File: src/rtl/pmc_pkg.sv
package pmc_pkg;

    localparam int MODE_W = 4;

    typedef enum logic [MODE_W-1:0] {
        PM_RUN   = 4'd0,
        PM_VLPR  = 4'd1,
        PM_VLPW  = 4'd2,
        PM_STOP  = 4'd3,
        PM_PSTOP = 4'd4,
        PM_VLPS  = 4'd5,
        PM_VLLS  = 4'd6
    } pm_mode_e;

    // Classified sleep request, one flag per kind of request
    typedef struct packed {
        logic nap;        // sleep with the deep flag clear
        logic deep_zero;  // deep sleep, stop code 000
        logic deep_vlps;  // deep sleep, stop code 010
        logic deep_leak;  // deep sleep, stop code 100
        logic part;       // partial-stop option selects partial stop
    } sleep_req_t;

endpackage

File: src/rtl/pmc_allow_reg.sv
module pmc_allow_reg #(
    parameter int N = 2
) (
    input  logic         clk,
    input  logic         rst_n,
    input  logic         wr_i,
    input  logic [N-1:0] d_i,
    output logic [N-1:0] q_o
);
    logic locked;

    always_ff @(posedge clk or negedge rst_n) begin
        if (!rst_n) begin
            q_o    <= '0;
            locked <= 1'b0;
        end else if (wr_i && !locked) begin
            q_o    <= d_i;
            locked <= 1'b1;
        end
    end

    // once the bits are locked, they hold their value
    p_once_r3: assert property (@(posedge clk) disable iff (!rst_n)
        locked |=> $stable(q_o));

endmodule

File: src/rtl/pmc_req_decode.sv
module pmc_req_decode
    import pmc_pkg::*;
#(
    parameter int STOP_W = 3,
    parameter int OPT_W  = 2
) (
    input  logic              sleep_req_i,
    input  logic              deep_i,
    input  logic [STOP_W-1:0] stop_sel_i,
    input  logic [OPT_W-1:0]  pstop_opt_i,
    output sleep_req_t        req_o
);
    localparam logic [STOP_W-1:0] SEL_ZERO = STOP_W'(0);
    localparam logic [STOP_W-1:0] SEL_VLPS = STOP_W'(2);
    localparam logic [STOP_W-1:0] SEL_LEAK = STOP_W'(4);

    logic deep_sleep;

    always_comb begin
        deep_sleep      = sleep_req_i && deep_i;
        req_o.nap       = sleep_req_i && !deep_i;
        req_o.deep_zero = deep_sleep && (stop_sel_i == SEL_ZERO);
        req_o.deep_vlps = deep_sleep && (stop_sel_i == SEL_VLPS);
        req_o.deep_leak = deep_sleep && (stop_sel_i == SEL_LEAK);
        req_o.part      = (pstop_opt_i == OPT_W'(1)) || (pstop_opt_i == OPT_W'(2));
    end

endmodule

File: src/rtl/pwr_mode_seq.sv
module pwr_mode_seq
    import pmc_pkg::*;
#(
    parameter int LVL_W = 2
) (
    input  logic             clk,
    input  logic             rst_n,
    input  logic             allow_wr_i,
    input  logic [1:0]       allow_i,
    input  logic [1:0]       run_sel_i,
    input  logic [2:0]       stop_sel_i,
    input  logic [1:0]       pstop_opt_i,
    input  logic [LVL_W-1:0] leak_lvl_i,
    input  logic             sleep_req_i,
    input  logic             deep_i,
    input  logic             irq_i,
    input  logic             wkup_i,
    input  logic             wkup_en_i,
    output logic [3:0]       mode_o,
    output logic             mode_chg_o,
    output logic [LVL_W-1:0] leak_lvl_o,
    output logic             vlps_from_run_o
);
    localparam int ALLOW_N = 2;

    logic [ALLOW_N-1:0] allow_q;
    logic               al_vlp, al_lls;
    sleep_req_t         sr;
    pm_mode_e           st, nxt;
    logic               flag_q, nxt_flag;

    pmc_allow_reg #(.N(ALLOW_N)) u_allow (
        .clk   (clk),
        .rst_n (rst_n),
        .wr_i  (allow_wr_i),
        .d_i   (allow_i),
        .q_o   (allow_q)
    );

    assign al_vlp = allow_q[0];
    assign al_lls = allow_q[1];

    pmc_req_decode #(.STOP_W(3), .OPT_W(2)) u_dec (
        .sleep_req_i (sleep_req_i),
        .deep_i      (deep_i),
        .stop_sel_i  (stop_sel_i),
        .pstop_opt_i (pstop_opt_i),
        .req_o       (sr)
    );

    // Next-state selection
    always_comb begin
        nxt      = st;
        nxt_flag = flag_q;
        unique case (st)
            PM_RUN: begin
                if (sr.deep_zero) begin
                    nxt = sr.part ? PM_PSTOP : PM_STOP;
                end else if (sr.deep_vlps && al_vlp) begin
                    nxt      = PM_VLPS;
                    nxt_flag = 1'b1;
                end else if (sr.deep_leak && al_lls) begin
                    nxt = PM_VLLS;
                end else if (!sleep_req_i && al_vlp && run_sel_i == 2'b10) begin
                    nxt = PM_VLPR;
                end
            end
            PM_VLPR: begin
                if (run_sel_i == 2'b00) begin
                    nxt = PM_RUN;
                end else if (sr.nap) begin
                    nxt = PM_VLPW;
                end else if (sr.deep_zero || sr.deep_vlps) begin
                    nxt      = PM_VLPS;
                    nxt_flag = 1'b0;
                end else if (sr.deep_leak && al_lls) begin
                    nxt = PM_VLLS;
                end
            end
            PM_VLPW: begin
                if (irq_i) nxt = PM_VLPR;
            end
            PM_STOP, PM_PSTOP: begin
                if (irq_i) nxt = PM_RUN;
            end
            PM_VLPS: begin
                if (irq_i) begin
                    nxt      = flag_q ? PM_RUN : PM_VLPR;
                    nxt_flag = 1'b0;
                end
            end
            PM_VLLS: begin
                if (wkup_i && wkup_en_i) nxt = PM_RUN;
            end
            default: nxt = PM_RUN;
        endcase
    end

    // State register
    always_ff @(posedge clk or negedge rst_n) begin
        if (!rst_n) begin
            st     <= PM_RUN;
            flag_q <= 1'b0;
        end else begin
            st     <= nxt;
            flag_q <= nxt_flag;
        end
    end

    // Registered outputs
    always_ff @(posedge clk or negedge rst_n) begin
        if (!rst_n) begin
            mode_chg_o <= 1'b0;
            leak_lvl_o <= '0;
        end else begin
            mode_chg_o <= (nxt != st);
            if (nxt == PM_VLLS && st != PM_VLLS) leak_lvl_o <= leak_lvl_i;
        end
    end

    assign mode_o          = st;
    assign vlps_from_run_o = flag_q;

    // the strobe marks exactly the cycles in which the mode is new
    p_strobe_r2: assert property (@(posedge clk) disable iff (!rst_n)
        mode_chg_o == (mode_o != $past(mode_o)));

    // wait mode goes nowhere except back to very-low-power run
    p_wait_exit_r5: assert property (@(posedge clk) disable iff (!rst_n)
        (st == PM_VLPW) |=> (st == PM_VLPW || st == PM_VLPR));

    // an interrupt in stop entered from run returns to run
    p_vlps_run_r7: assert property (@(posedge clk) disable iff (!rst_n)
        (st == PM_VLPS && flag_q && irq_i) |=> (st == PM_RUN && !flag_q));

    // leakage stop holds without an enabled wakeup
    p_vlls_hold_r10: assert property (@(posedge clk) disable iff (!rst_n)
        (st == PM_VLLS && !(wkup_i && wkup_en_i)) |=> (st == PM_VLLS));

    // very-low-power run is reached only when allowed
    p_vlpr_allow_r11: assert property (@(posedge clk) disable iff (!rst_n)
        (st == PM_RUN && !al_vlp) |=> (st != PM_VLPR && st != PM_VLPS));

endmodule

File: config.mk
export PLATFORM = sky130hd
export DESIGN_NAME = pwr_mode_seq
export DESIGN_NICKNAME = d
export VERILOG_FILES = /design/src/rtl/pmc_pkg.sv /design/src/rtl/pmc_allow_reg.sv /design/src/rtl/pmc_req_decode.sv /design/src/rtl/pwr_mode_seq.sv
export SDC_FILE = /design/constraint.sdc
export NUM_CORES = 1
export LEC_CHECK = 0
export BUFFER_PORTS_ARGS = -buffer_cell sky130_fd_sc_hd__clkbuf_2
export CORE_MARGIN = 10
export CORE_UTILIZATION = 51
export CTS_BUF_LIST = sky130_fd_sc_hd__clkbuf_16
export CTS_CLUSTER_DIAMETER = 120
export DETAILED_ROUTE_END_ITERATION = 16
export GPL_TIMING_DRIVEN = 0
export PLACE_DENSITY_LB_ADDON = 0.08
export SYNTH_ARGS = -nofsm -noshare
export SYNTH_HDL_FRONTEND = slang
export SYNTH_SLANG_ARGS = --single-unit
File: constraint.sdc
create_clock -name clk -period 3 [get_ports clk]
set_input_delay 0.3 -clock clk [delete_from_list [all_inputs] [get_ports clk]]
set_output_delay 0.3 -clock clk [all_outputs]
set_load 0.02 [all_outputs]
Word level (Yosys, flattened, before mapping)
Cells that the tools add are included.

Equal/unequal tests: 20. Mux-type cells: 22. Reductions and logical operators: 23.

Operators with widths (number): 4-bit 2-to-1 mux (12); 4-bit case mux with 6 select lines (1); 4-bit by 3-bit == test with 1-bit output (second input constant) (4); 1-bit logical AND (12); 2-bit != test (second input constant) (6); 4-bit by 2-bit == test with 1-bit output (second input constant) (2); 1-bit 2-to-1 mux (7); 7-bit AND reduction (1); 2-bit == test (second input constant) (2); 4-bit by 1-bit == test with 1-bit output (second input constant) (1); 4-bit zero test (1); 4-bit by 3-bit != test with 1-bit output (second input constant) (1); 4-bit != test (1); 3-bit by 2-bit == test with 1-bit output (second input constant) (1); 3-bit == test (second input constant) (1); 1-bit zero test (3); 3-bit zero test (1); 3-bit 2-to-1 mux (1); 1-bit case mux with 3 select lines (1); 3-bit nonzero test (1); 2-bit by 1-bit == test with 1-bit output (second input constant) (1); 2-bit zero test (1); 1-bit logical OR (2); 2-bit OR reduction (1).

Register bits: 11.

Logic depth before layout (Yosys ltp)
Gate-level depths: netlist (run 1).

Depth after elaboration: 10. Gate-level depth with buffers: 7. Depth with buffers taken out: 6.

Cells and area by module
Synthesis (run 1) repeated with hierarchy kept, for this count alone.

Cell total of the unflattened synthesis: 81. Area, all modules: 788.3 um2.

Modules (own cells, without submodules): pwr_mode_seq (times used 1, cells each 68, area each 603.1 um2); pmc_allow_reg (times used 1, cells each 7, area each 125.1 um2); pmc_req_decode (times used 1, cells each 6, area each 60.1 um2).

Worst setup path after synthesis (run 1)
Ideal clock, no wire load.

Path type: flip-flop to flip-flop. From: reg st[1], in the netlist mode_o[1]. To: reg leak_lvl_o[0]. Arrival: 1968 ps. Required time: 2872 ps. Slack: 904 ps. Cell stages (with the launch flop): 8. Buffers on the path: 1. Path through: dfrtp_1 buf_6 nor2b_4 a22oi_1 mux2i_1 a221o_1 nor4b_4 mux2_1.

Elaborated cells on any way between the ends: 24.

RTL lines: start, declared (RTL line pwr_mode_seq.sv:29) `pm_mode_e st, nxt;`; start signal, assigned (RTL line pwr_mode_seq.sv:105) `st <= nxt;`; 4-bit by 2-bit == test with 1-bit output / 4-bit by 3-bit == test with 1-bit output (equally long branches) (RTL line pwr_mode_seq.sv:55) `unique case (st)`; 2-bit OR reduction (RTL line pwr_mode_seq.sv:55); 4-bit case mux with 6 select lines * (RTL line pwr_mode_seq.sv:55); via nxt[0] (RTL line pwr_mode_seq.sv:29); 4-bit by 3-bit == test with 1-bit output * (RTL line pwr_mode_seq.sv:117) `if (nxt == PM_VLLS && st != PM_VLLS) leak_lvl_o <= leak_lvl_i;`; 1-bit logical AND * (RTL line pwr_mode_seq.sv:117); end signal, assigned (RTL line pwr_mode_seq.sv:117); end, declared (RTL line pwr_mode_seq.sv:21) `output logic [LVL_W-1:0] leak_lvl_o,`.

Mark *: on every way through the listed nets, which the timed path passes. The rest lies on a longest branch. A chain may end at the register's enable or synchronous reset.

Worst setup path after layout (run 1)
From: reg st[2], in the netlist mode_o[2]. To: reg leak_lvl_o[1].

Same word-level chain as after synthesis.

==> flow_metrics.py, run 1 <==
metrics = {
    "timing": {
        "finalCriticalPeriod_ns": 2.17,
        "hold_ws_ns": 0.268,
        "max_clock_freq_mhz": 460,
        "clock_skew_ns": 0.00167,
        "finalSetupViolations": 0,
        "hold_violations": 0,
        "period_share_pct": 72.5,
        "tns_ns": 0,
        "rsz0062_at_grt": "no",
        "finalMaxSlewViolations": 0,
    },
    "critical_path": {
        "crit_chain": "buf_6, nor3_2, nand2b_1, nor4_1, a2111o_1, nor4b_4, mux2_1",
        "cp-end-kind": "flop",
        "worstSetupPathType": "reg -> reg",
        "arrival_ns": 2.29,
        "path_max_fanout": 9,
        "cp-start-kind": "flop",
        "crit_start": "mode_o[2]$_DFF_PN0_",
        "timing.rr.start": "mode_o[2]$_DFF_PN0_",
        "cpMaxStageDelayCell": "dfrtp_1",
        "reg2regPathDepth": 7,
        "path_buf_inv": 1,
        "cp_top_family": "simple AND/OR/NAND/NOR gates",
        "rr_endpoint": "leak_lvl_o[1]$_DFFE_PN0P_",
        "cpPeakStageDelay_ns": 0.38,
        "ff2ff_setup_slack_ns": 0.83,
        "cp.required_ns": 3.12,
    },
    "synth": {
        "synth_top_flop_cell": "dfrtp_1",
        "syn_area_um2": 747,
        "async_flop_share_pct": 100,
        "ys_ff_latch": 11,
        "ys_types": 40,
        "yosysWarnings": 0,
        "syn_nets": 92,
        "synth_area_per_cell_um2": 10.2,
        "synth_cells": 73,
        "ys_seq_area_share_pct": 36.9,
        "synth-edff-count": 0,
    },
    "power": {
        "ir_drop_mv": 0.565,
        "p_leak_uw": 0.000458,
        "power.density_nw_per_um2": 510,
    },
    "routing": {
        "met3_length_um": 171,
        "routed-wl-met2_um": 888,
        "ant_nets": 0,
        "vias": 672,
        "first_pass_iters": 4,
        "wl_per_cell_um": 15.1,
        "wirelength_mm": 1.80,
        "drc": 0,
        "wl_met1_um": 729,
        "top_layer": "met4",
        "drt-initial-drc-count": 18,
        "avgViaCountPerCell": 5.65,
    },
    "clock_tree": {
        "insertion_delay_ns": 0.24,
        "cts_tree": "done",
        "cts_resized": 0,
        "root_buffer": "clkbuf_16",
        "max-clock-path-buffers": 2,
        "htreeDepth": 1,
        "numCtsBuffers": 3,
        "path_clk_slew_ns": 0.04,
        "clock_sinks": 11,
    },
    "cells_and_area": {
        "drive_above_1_share_pct": 39.4,
        "num_antenna_cells": 0,
        "fin_nets": 124,
        "area_growth_pct": 31.8,
        "layout_common_cells": "26 x clkbuf_2, 11 x dfrtp_1, 6 x nor2_1, 5 x inv_1",
        "layout_commonest_cell": "clkbuf_2",
    },
    "die": {
        "fp.coreArea_um2": 1330,
        "pin_count": 27,
        "die-area_um2": 3400,
        "initial_core_util_pct": 56.0,
        "die_h_um": 58.3,
        "die_width_um": 58.3,
        "rows": 13,
    },
    "global_route": {
        "grt_use_total_pct": 11.2,
        "grt_max_degree": 12,
        "grt_overflow": 0,
        "antenna_found_initial": 0,
        "grt_pass1_wl_mm": 3.07,
        "grt_pass1_vias": 696,
    },
    "flow_run": {
        "cap_violations": 0,
    },
    "hold_path": {
        "holdCritStartpoint": "allow_wr_i",
        "min_to": "u_allow.locked$_DFFE_PN0P_",
        "hold_path.class": "in -> reg",
        "hold_path_depth": 2,
    },
    "placement": {
        "dp_hpwl_mm": 1.45,
        "port_buffers": 26,
        "gp_congestion": 0.805,
    },
    "outcome": {
        "outcome": "completed",
    },
}
-- layer usage --
| metal | GRT usage, % | vias up |
|---|---|---|
| met5 | 0 | - |
| met4 | 3.02 | 0 |
| met3 | 6.54 | 3 |
| met2 | 18.2 | 21 |
| met1 | 11.9 | 311 |
| li1 | - | 337 |
-- worst max-delay path by stage --
stage	to	slack, ns	cells after the start
6_report	leak_lvl_o[1]$_DFFE_PN0P_	0.83	7
5_1_grt	leak_lvl_o[1]$_DFFE_PN0P_	0.67	7
4_1_cts	leak_lvl_o[1]$_DFFE_PN0P_	0.83	7
3_5_place_dp	leak_lvl_o[0]$_DFFE_PN0P_	0.87	7
3_3_place_gp	leak_lvl_o[0]$_DFFE_PN0P_	0.88	7
2_1_floorplan	leak_lvl_o[0]$_DFFE_PN0P_	0.90	7
-- sequential cells by signal, indices dropped and copies added, names as in the netlist --
register and cells:
mode_o 4, leak_lvl_o 2, vlps_from_run_o 1, u_allow.locked 1, mode_chg_o 1, u_allow.q_o 2
-- worst register-to-register path: stages (launching register included) --
cell      delay, ns
dfrtp_1        0.38
buf_6          0.14
nor3_2         0.23
nand2b_1       0.14
nor4_1         0.37
a2111o_1       0.19
nor4b_4        0.25
mux2_1         0.35
-- through the flow --
| step | power [µW] | std cells | area [µm²] | worst slack [ns] | util (%) |
|---|---|---|---|---|---|
| 2_1_floorplan | 229 | 73 | 747 | 0.904 | - |
| 3_3_place_gp | 263 | 114 | 896 | 0.877 | 67.2 |
| 3_5_place_dp | 266 | 114 | 896 | 0.872 | 67.2 |
| 4_1_cts | 506 | 119 | 985 | 0.834 | 73.8 |
| 5_1_grt | 524 | 119 | 985 | 0.674 | 73.8 |
| 6_report | 502 | 119 | 985 | 0.826 | 73.8 |
-- Yosys cell counts (4+ instances only) --
master	number	area (µm²)
inv_1	4	15.0
dfrtp_1	11	275
a21oi_1	4	20.0
o21ai_0	4	20.0
nor2_1	6	22.5
-- report_power, final --
part / total (µW) / switching, µW / internal [µW] / leakage, µW
Combinational: 91.9 / 49.4 / 42.5 / 0.000282
Clock: 237 / 62.6 / 175 / 0.0000423
Sequential: 173 / 11.3 / 161 / 0.000134
Total: 502 / 123 / 378 / 0.000458
-- layout make-up --
type / count / area [µm²]
Fill cell: 106 / 349
Timing Repair Buffer: 27 / 140
Multi-Input combinational cell: 56 / 434
Clock inverter: 1 / 3.75
Buffer: 2 / 22.5
Inverter: 4 / 15.0
Clock buffer: 3 / 75.1
Sequential cell: 11 / 275
Tap cell: 15 / 18.8
-- kinds of logic (layout without fill, tap and decap cells) --
family                    count (synthesis)  in the layout  synth area share (%)
other                                     1              1                 0.502
muxes                                     5              5                  7.37
and+or+nand+nor                          29             29                  30.0
AOI/OAI and AO/OA                        19             19                  17.9
xor gates and xnor gates                  2              2                  2.35
buffers and inverters                     6             37                  5.02
DFF                                      11             11                  36.9
-- timing repair --
action                                  4_1_cts  5_1_grt
hold buffers                                  1        0
endpoints found under the setup margin        0        0
hold endpoints to repair                     11        0
setup buffers                                 0        0
(Power assumes the default switching activity.)
==> run 2: changes to the inputs <==
--- a/config.mk
+++ b/config.mk
@@ -5,9 +5,11 @@
 export SDC_FILE = /design/constraint.sdc
 export NUM_CORES = 1
 export LEC_CHECK = 0
+export ABC_AREA = 1
 export BUFFER_PORTS_ARGS = -buffer_cell sky130_fd_sc_hd__clkbuf_2
+export CORE_ASPECT_RATIO = 0.7
 export CORE_MARGIN = 10
-export CORE_UTILIZATION = 51
+export CORE_UTILIZATION = 44
 export CTS_BUF_LIST = sky130_fd_sc_hd__clkbuf_16
 export CTS_CLUSTER_DIAMETER = 120
 export DETAILED_ROUTE_END_ITERATION = 16
==> constraint.sdc (replaced) <==
create_clock -name clk -period 1.83 [get_ports clk]
set_input_delay 0.183 -clock clk [delete_from_list [all_inputs] [get_ports clk]]
set_output_delay 0.183 -clock clk [all_outputs]
set_load 0.02 [all_outputs]
==> run 2 against run 1 <==
- synthesized area increased by 11%
- setup slack got worse by 0.59 ns
- clock power increased by 63%
- die area increased by 19%
- register-to-register slack got worse by 0.59 ns
- synthesized cell count increased by 66%
==> flow_metrics.py, run 2 <==
metrics = {
    "routing": {
        "first_pass_iters": 4,
        "drt-initial-drc-count": 89,
        "vias": 836,
        "ant_nets": 0,
        "drc": 0,
        "wirelength_mm": 2.13,
        "avgViaCountPerCell": 4.80,
        "wl_per_cell_um": 12.2,
    },
    "timing": {
        "max_clock_freq_mhz": 627,
        "finalCriticalPeriod_ns": 1.59,
        "finalSetupViolations": 0,
        "clock_skew_ns": 0.00289,
        "hold_violations": 0,
        "period_share_pct": 87.2,
        "final.setup.worst_slack_ns": 0.235,
        "finalMaxSlewViolations": 0,
        "tns_ns": 0,
        "rsz0062_at_grt": "no",
    },
    "clock_tree": {
        "insertion_delay_ns": 0.24,
        "root_buffer": "clkbuf_16",
        "post_cts_buffers": 0,
        "cts_tree": "done",
        "clock_sinks": 11,
        "htreeDepth": 1,
        "numCtsBuffers": 3,
        "max-clock-path-buffers": 2,
        "path_clk_slew_ns": 0.04,
    },
    "synth": {
        "syn_area_um2": 828,
        "yosys.area.top_type": "dfrtp_1",
        "synth_top_flop_cell": "dfrtp_1",
        "yosysWarnings": 0,
        "ys_ff_latch": 11,
        "ys_seq_area_share_pct": 33.2,
        "synth_cells": 121,
        "yosysTopAreaCellShare_pct": 33.2,
        "async_flop_share_pct": 100,
        "ys_types": 24,
        "synth_area_per_cell_um2": 6.85,
        "post-synth-top-count-cell": "nand2_1",
        "netlist_top_cells_count": "41 x nand2_1, 15 x inv_1, 11 x dfrtp_1, 10 x nor2_1, 7 x nor2_2",
        "synth_area_leaders": "dfrtp_1 33%, nand2_1 19%, inv_1 6.8%",
        "syn_nets": 140,
        "synth-edff-count": 0,
    },
    "cells_and_area": {
        "fin_nets": 172,
        "area_growth_pct": 29.8,
        "layout_commonest_cell": "nand2_1",
        "layout_common_cells": "41 x nand2_1, 26 x clkbuf_2, 16 x inv_1, 11 x dfrtp_1, 10 x nor2_1",
        "num_antenna_cells": 0,
        "largest_reg_flops": 4,
        "post-route-util_pct": 59.0,
        "drive_above_1_share_pct": 32.9,
    },
    "placement": {
        "dp_slack_ns": 0.261,
        "gp_congestion": 0.841,
        "dp_hpwl_mm": 1.82,
        "port_buffers": 26,
    },
    "hold_path": {
        "hold_path_depth": 2,
        "holdCritStartpoint": "allow_i[0]",
        "min_to": "u_allow.q_o[0]$_DFFE_PN0P_",
        "hold_path.class": "in -> reg",
    },
    "global_route": {
        "grt_use_total_pct": 11.1,
        "antenna_found_initial": 0,
        "grt_max_degree": 12,
        "grt_pass1_wl_mm": 3.63,
        "grt_pass1_vias": 795,
        "grt_overflow": 0,
    },
    "power": {
        "switching_share_pct": 30.2,
        "p_leak_uw": 0.000611,
        "p_comb_share_pct": 24.5,
        "power.density_nw_per_um2": 854,
        "p_sw_uw": 277,
        "seqPwrFrac_pct": 33.3,
        "clock_power_share_pct": 42.2,
        "internal-power_uw": 641,
        "ir_drop_mv": 0.629,
    },
    "critical_path": {
        "arrival_ns": 1.72,
        "cp.required_ns": 1.95,
        "path_max_fanout": 6,
        "ff2ff_setup_slack_ns": 0.24,
        "worstSetupPathType": "reg -> reg",
        "timing.rr.start": "mode_o[2]$_DFF_PN0_",
        "cp-end-kind": "flop",
        "rr_endpoint": "leak_lvl_o[1]$_DFFE_PN0P_",
        "cp-start-kind": "flop",
        "reg2regPathDepth": 8,
    },
    "flow_run": {
        "cap_violations": 0,
    },
    "outcome": {
        "outcome": "completed",
    },
    "die": {
        "rows": 13,
        "initial_core_util_pct": 45.5,
        "pin_count": 27,
        "fp.coreArea_um2": 1820,
        "die_h_um": 56.3,
        "die_width_um": 71.9,
        "die-area_um2": 4050,
    },
}
[run 2: changes by cell type after synthesis, sizes merged, moves of 5 or more]
cell / delta
nand2: +42
inv: +13
nor2: +13
nand3: +8
nand4: +5
[run 2: power groups by stage]
stage          combinational [µW]  sequential, µW  clock, µW
5_1_grt                       254             309        406
4_1_cts                       229             305        394
2_1_floorplan                 102             343          0
3_3_place_gp                  222             307          0
3_5_place_dp                  226             309          0
6_report                      225             305        387
[run 2: repair_timing]
action                                  4_1_cts  5_1_grt
gates resized for setup                       0        0
endpoints found under the setup margin        0        0
endpoints found under the hold margin        11        0
hold buffers                                  1        0
[run 2: worst max path at each step]
| stage | start | to | slack [ns] | cells past startpoint |
|---|---|---|---|---|
| detailed placement | mode_o[2]$_DFF_PN0_ | leak_lvl_o[1]$_DFFE_PN0P_ | 0.26 | 8 |
| floorplan | mode_o[0]$_DFF_PN0_ | leak_lvl_o[0]$_DFFE_PN0P_ | 0.37 | 11 |
| global route | mode_o[2]$_DFF_PN0_ | leak_lvl_o[0]$_DFFE_PN0P_ | 0.09 | 8 |
| CTS | mode_o[2]$_DFF_PN0_ | leak_lvl_o[0]$_DFFE_PN0P_ | 0.25 | 10 |
| global placement | mode_o[2]$_DFF_PN0_ | leak_lvl_o[0]$_DFFE_PN0P_ | 0.30 | 10 |
| finish | mode_o[2]$_DFF_PN0_ | leak_lvl_o[1]$_DFFE_PN0P_ | 0.24 | 8 |
[run 2: worst max-delay path: stages (launching register included)]
cell and delay (ns):
dfrtp_1 0.47, nor2_2 0.22, nand2_1 0.13, a31oi_1 0.22, nand2_1 0.14, nand2_4 0.11, nand3_2 0.08, nand2_1 0.06
nand2_1 0.05
[run 2: cells by family after synthesis]
kind of cell | share of synthesized area (%)
and+or+nand+nor | 49.9
AOI/OAI and AO/OA | 4.99
xor gates and xnor gates | 1.06
muxes | 2.72
other | 0.453
buffers and inverters | 7.70
DFF | 33.2
[run 2: metal layers]
metal / part of all wire, % / up-vias / wire, µm / global-route usage (%)
met3: 7.5 / 2 / 160 / 5.26
met4: 0.38 / 0 / 8 / 3.31
met2: 48 / 25 / 1030 / 17.1
li1: - / 447 / - / -
met5: 0 / - / 0 / 0
met1: 44 / 362 / 931 / 13.1
[run 2: cell type report]
class | instances | area, µm²
Inverter | 17 | 63.8
Clock buffer | 3 | 75.1
Tap cell | 22 | 27.5
Multi-Input combinational cell | 93 | 489
Clock inverter | 1 | 3.75
Sequential cell | 11 | 275
Timing Repair Buffer | 27 | 140
Fill cell | 174 | 747
[run 2: metrics by stage]
step / cells / power (µW) / area (µm²) / hold WS (ns)
after floorplan: 121 / 445 / 828 / -0.113
after global placement: 169 / 529 / 986 / 0.0694
after detailed placement: 169 / 535 / 986 / 0.0728
after CTS: 174 / 928 / 1070 / 0.177
after global routing: 174 / 970 / 1070 / 0.176
final: 174 / 918 / 1070 / 0.179
==> run 3: changes to the inputs <==
--- a/config.mk
+++ b/config.mk
@@ -5,11 +5,10 @@
 export SDC_FILE = /design/constraint.sdc
 export NUM_CORES = 1
 export LEC_CHECK = 0
-export ABC_AREA = 1
+export ABC_AREA = 0
 export BUFFER_PORTS_ARGS = -buffer_cell sky130_fd_sc_hd__clkbuf_2
-export CORE_ASPECT_RATIO = 0.7
 export CORE_MARGIN = 10
-export CORE_UTILIZATION = 44
+export CORE_UTILIZATION = 43
 export CTS_BUF_LIST = sky130_fd_sc_hd__clkbuf_16
 export CTS_CLUSTER_DIAMETER = 120
 export DETAILED_ROUTE_END_ITERATION = 16
==> run 3 against run 2 <==
- the flow now finishes with violations (setup timing)
- sequential power fell by 6%
- utilization rose by 5.3 points
- clock-buffer cell count did not move
- via count fell by 9.9%
- combinational power fell by 21%
- critical path type unchanged
- largest power group unchanged
==> flow_metrics.py, run 3 (synthesis results as in run 1) <==
metrics = {
    "outcome": {
        "outcome": "finished with violations",
        "violations": "setup timing",
    },
    "cells_and_area": {
        "seqCellArea_um2": 279,
        "largest_reg_flops": 4,
        "finalInstanceArea_um2": 1090,
        "area_growth_pct": 45.4,
        "layout_common_cells": "26 x clkbuf_2, 9 x buf_4, 8 x dfrtp_1, 6 x nor2_1, 5 x inv_1",
        "multiInputGateArea_um2": 473,
        "layout_commonest_cell": "clkbuf_2",
        "drive_above_1_share_pct": 50.9,
        "fill_cells": 131,
        "num_antenna_cells": 0,
        "post-route-util_pct": 64.3,
        "fin_nets": 132,
    },
    "hold_path": {
        "hold_path.class": "in -> reg",
        "holdCritStartpoint": "allow_wr_i",
        "min_to": "u_allow.locked$_DFFE_PN0P_",
        "hold_path_depth": 2,
    },
    "clock_tree": {
        "htreeDepth": 1,
        "max-clock-path-buffers": 2,
        "clock_sinks": 11,
        "cts_tree": "done",
        "root_buffer": "clkbuf_16",
        "numCtsBuffers": 3,
        "insertion_delay_ns": 0.23,
        "path_clk_slew_ns": 0.04,
    },
    "placement": {
        "dpl_cell_area_um2": 900,
        "gp_congestion": 0.856,
        "dp_hpwl_mm": 1.43,
        "port_buffers": 26,
    },
    "critical_path": {
        "reg2regPathDepth": 7,
        "ff2ff_setup_slack_ns": -0.23,
        "cp-start-kind": "flop",
        "cp.required_ns": 1.94,
        "rr_endpoint": "leak_lvl_o[1]$_DFFE_PN0P_",
        "timing.rr.start": "mode_o[2]$_DFF_PN0_",
        "arrival_ns": 2.17,
        "path_max_fanout": 9,
        "cp-end-kind": "flop",
        "worstSetupPathType": "reg -> reg",
    },
    "power": {
        "p_sw_uw": 203,
        "seqPwrFrac_pct": 34.0,
        "ir_drop_mv": 0.705,
        "p_leak_uw": 0.000502,
        "switching_share_pct": 24.1,
        "power.density_nw_per_um2": 776,
        "p_comb_share_pct": 21.0,
        "internal-power_uw": 640,
        "clock_power_share_pct": 45.0,
    },
    "routing": {
        "met3_length_um": 170,
        "vias": 753,
        "top_layer": "met4",
        "ant_nets": 0,
        "avgViaCountPerCell": 5.84,
        "drc": 0,
        "wl_met1_um": 729,
        "drt-initial-drc-count": 10,
        "wirelength_mm": 1.95,
        "first_pass_iters": 4,
        "wl_per_cell_um": 15.1,
        "routed-wl-met2_mm": 1.01,
    },
    "global_route": {
        "grt_pass1_wl_mm": 3.07,
        "grt_use_total_pct": 10.9,
        "grt_max_degree": 12,
        "grt_overflow": 0,
        "antenna_found_initial": 0,
        "grt_pass1_vias": 711,
    },
    "die": {
        "initial_core_util_pct": 44.2,
        "die_h_um": 61.7,
        "fp.coreArea_um2": 1690,
        "pin_count": 27,
        "rows": 15,
        "die-area_um2": 3800,
        "die_width_um": 61.7,
    },
    "timing": {
        "final.setup.worst_slack_ns": -0.230,
        "clock_skew_ns": 0.00143,
        "finalMaxSlewViolations": 0,
        "max_clock_freq_mhz": 485,
        "hold_violations": 0,
        "finalCriticalPeriod_ns": 2.06,
        "finalSetupViolations": 3,
        "rsz0062_at_grt": "yes",
        "period_share_pct": 113,
    },
    "flow_run": {
        "cap_violations": 0,
    },
}
-- run 3: cell count changes in the layout (fill, tap and decap cells not counted), moves of 5 or more --
cell,before,now
buf_4,0,9
nor2_2,7,0
nand4_1,5,0
inv_1,16,5
nand2_1,41,2
-- run 3: repair_timing --
| action | in CTS | in global routing |
|---|---|---|
| endpoints found under the hold margin | 11 | 0 |
| pin swaps | 6 | 2 |
| setup buffers | 7 | 2 |
| resized for setup | 7 | 2 |
| endpoints found under the setup margin | 2 | 3 |
| hold buffers | 1 | 0 |
-- run 3: critical path, cell delays in order, from the launching register on --
cell and delay [ns]:
dfrtp_1 0.38, buf_6 0.15, nor3_4 0.14, o211ai_1 0.20
a211oi_2 0.30, nor4_4 0.08, nor4b_4 0.34, mux2_1 0.35
-- run 3: through the flow --
step | power [µW] | TNS (ns) | hold WS, ns | setup WS (ns) | instances
6_report | 843 | -0.553 | 0.151 | -0.230 | 129
3_5_place_dp | 436 | -0.638 | 0.0749 | -0.321 | 116
3_3_place_gp | 433 | -0.575 | 0.0731 | -0.287 | 116
4_1_cts | 852 | -0.480 | 0.148 | -0.252 | 127
5_1_grt | 886 | -0.906 | 0.169 | -0.341 | 129
2_1_floorplan | 376 | -0.422 | -0.113 | -0.211 | 73
-- run 3: worst max-delay path by stage --
stage	cells past startpoint	endpoint	start
after floorplan	7	leak_lvl_o[0]$_DFFE_PN0P_	mode_o[1]$_DFF_PN0_
after global placement	7	leak_lvl_o[0]$_DFFE_PN0P_	mode_o[2]$_DFF_PN0_
after detailed placement	7	leak_lvl_o[0]$_DFFE_PN0P_	mode_o[2]$_DFF_PN0_
after CTS	6	leak_lvl_o[1]$_DFFE_PN0P_	mode_o[1]$_DFF_PN0_
after global routing	7	leak_lvl_o[1]$_DFFE_PN0P_	mode_o[2]$_DFF_PN0_
final	7	leak_lvl_o[1]$_DFFE_PN0P_	mode_o[2]$_DFF_PN0_
-- run 3: cell type report --
class                      instances  area share (%)
buffer                             1            1.04
clock buffer                       3            6.91
clock inverter                     1           0.346
inverter                           4            1.38
multi-input combinational         56            43.5
sequential                        11            25.7
tap                               17            1.96
timing repair buffer              36            19.1
-- run 3: metal layers --
metal  vias to the layer above  GRT usage (%)
li1                        355              -
met1                       358           11.8
met2                        33           18.4
met5                         -              0
met4                         0           5.73
met3                         7           3.51
-- run 3: power groups by stage --
stage          clock network (µW)  registers [µW]  logic (µW)
4_1_cts                       392             286         174
5_1_grt                       403             290         192
3_5_place_dp                    0             287         149
3_3_place_gp                    0             286         147
2_1_floorplan                   0             302        73.6
6_report                      379             287         177
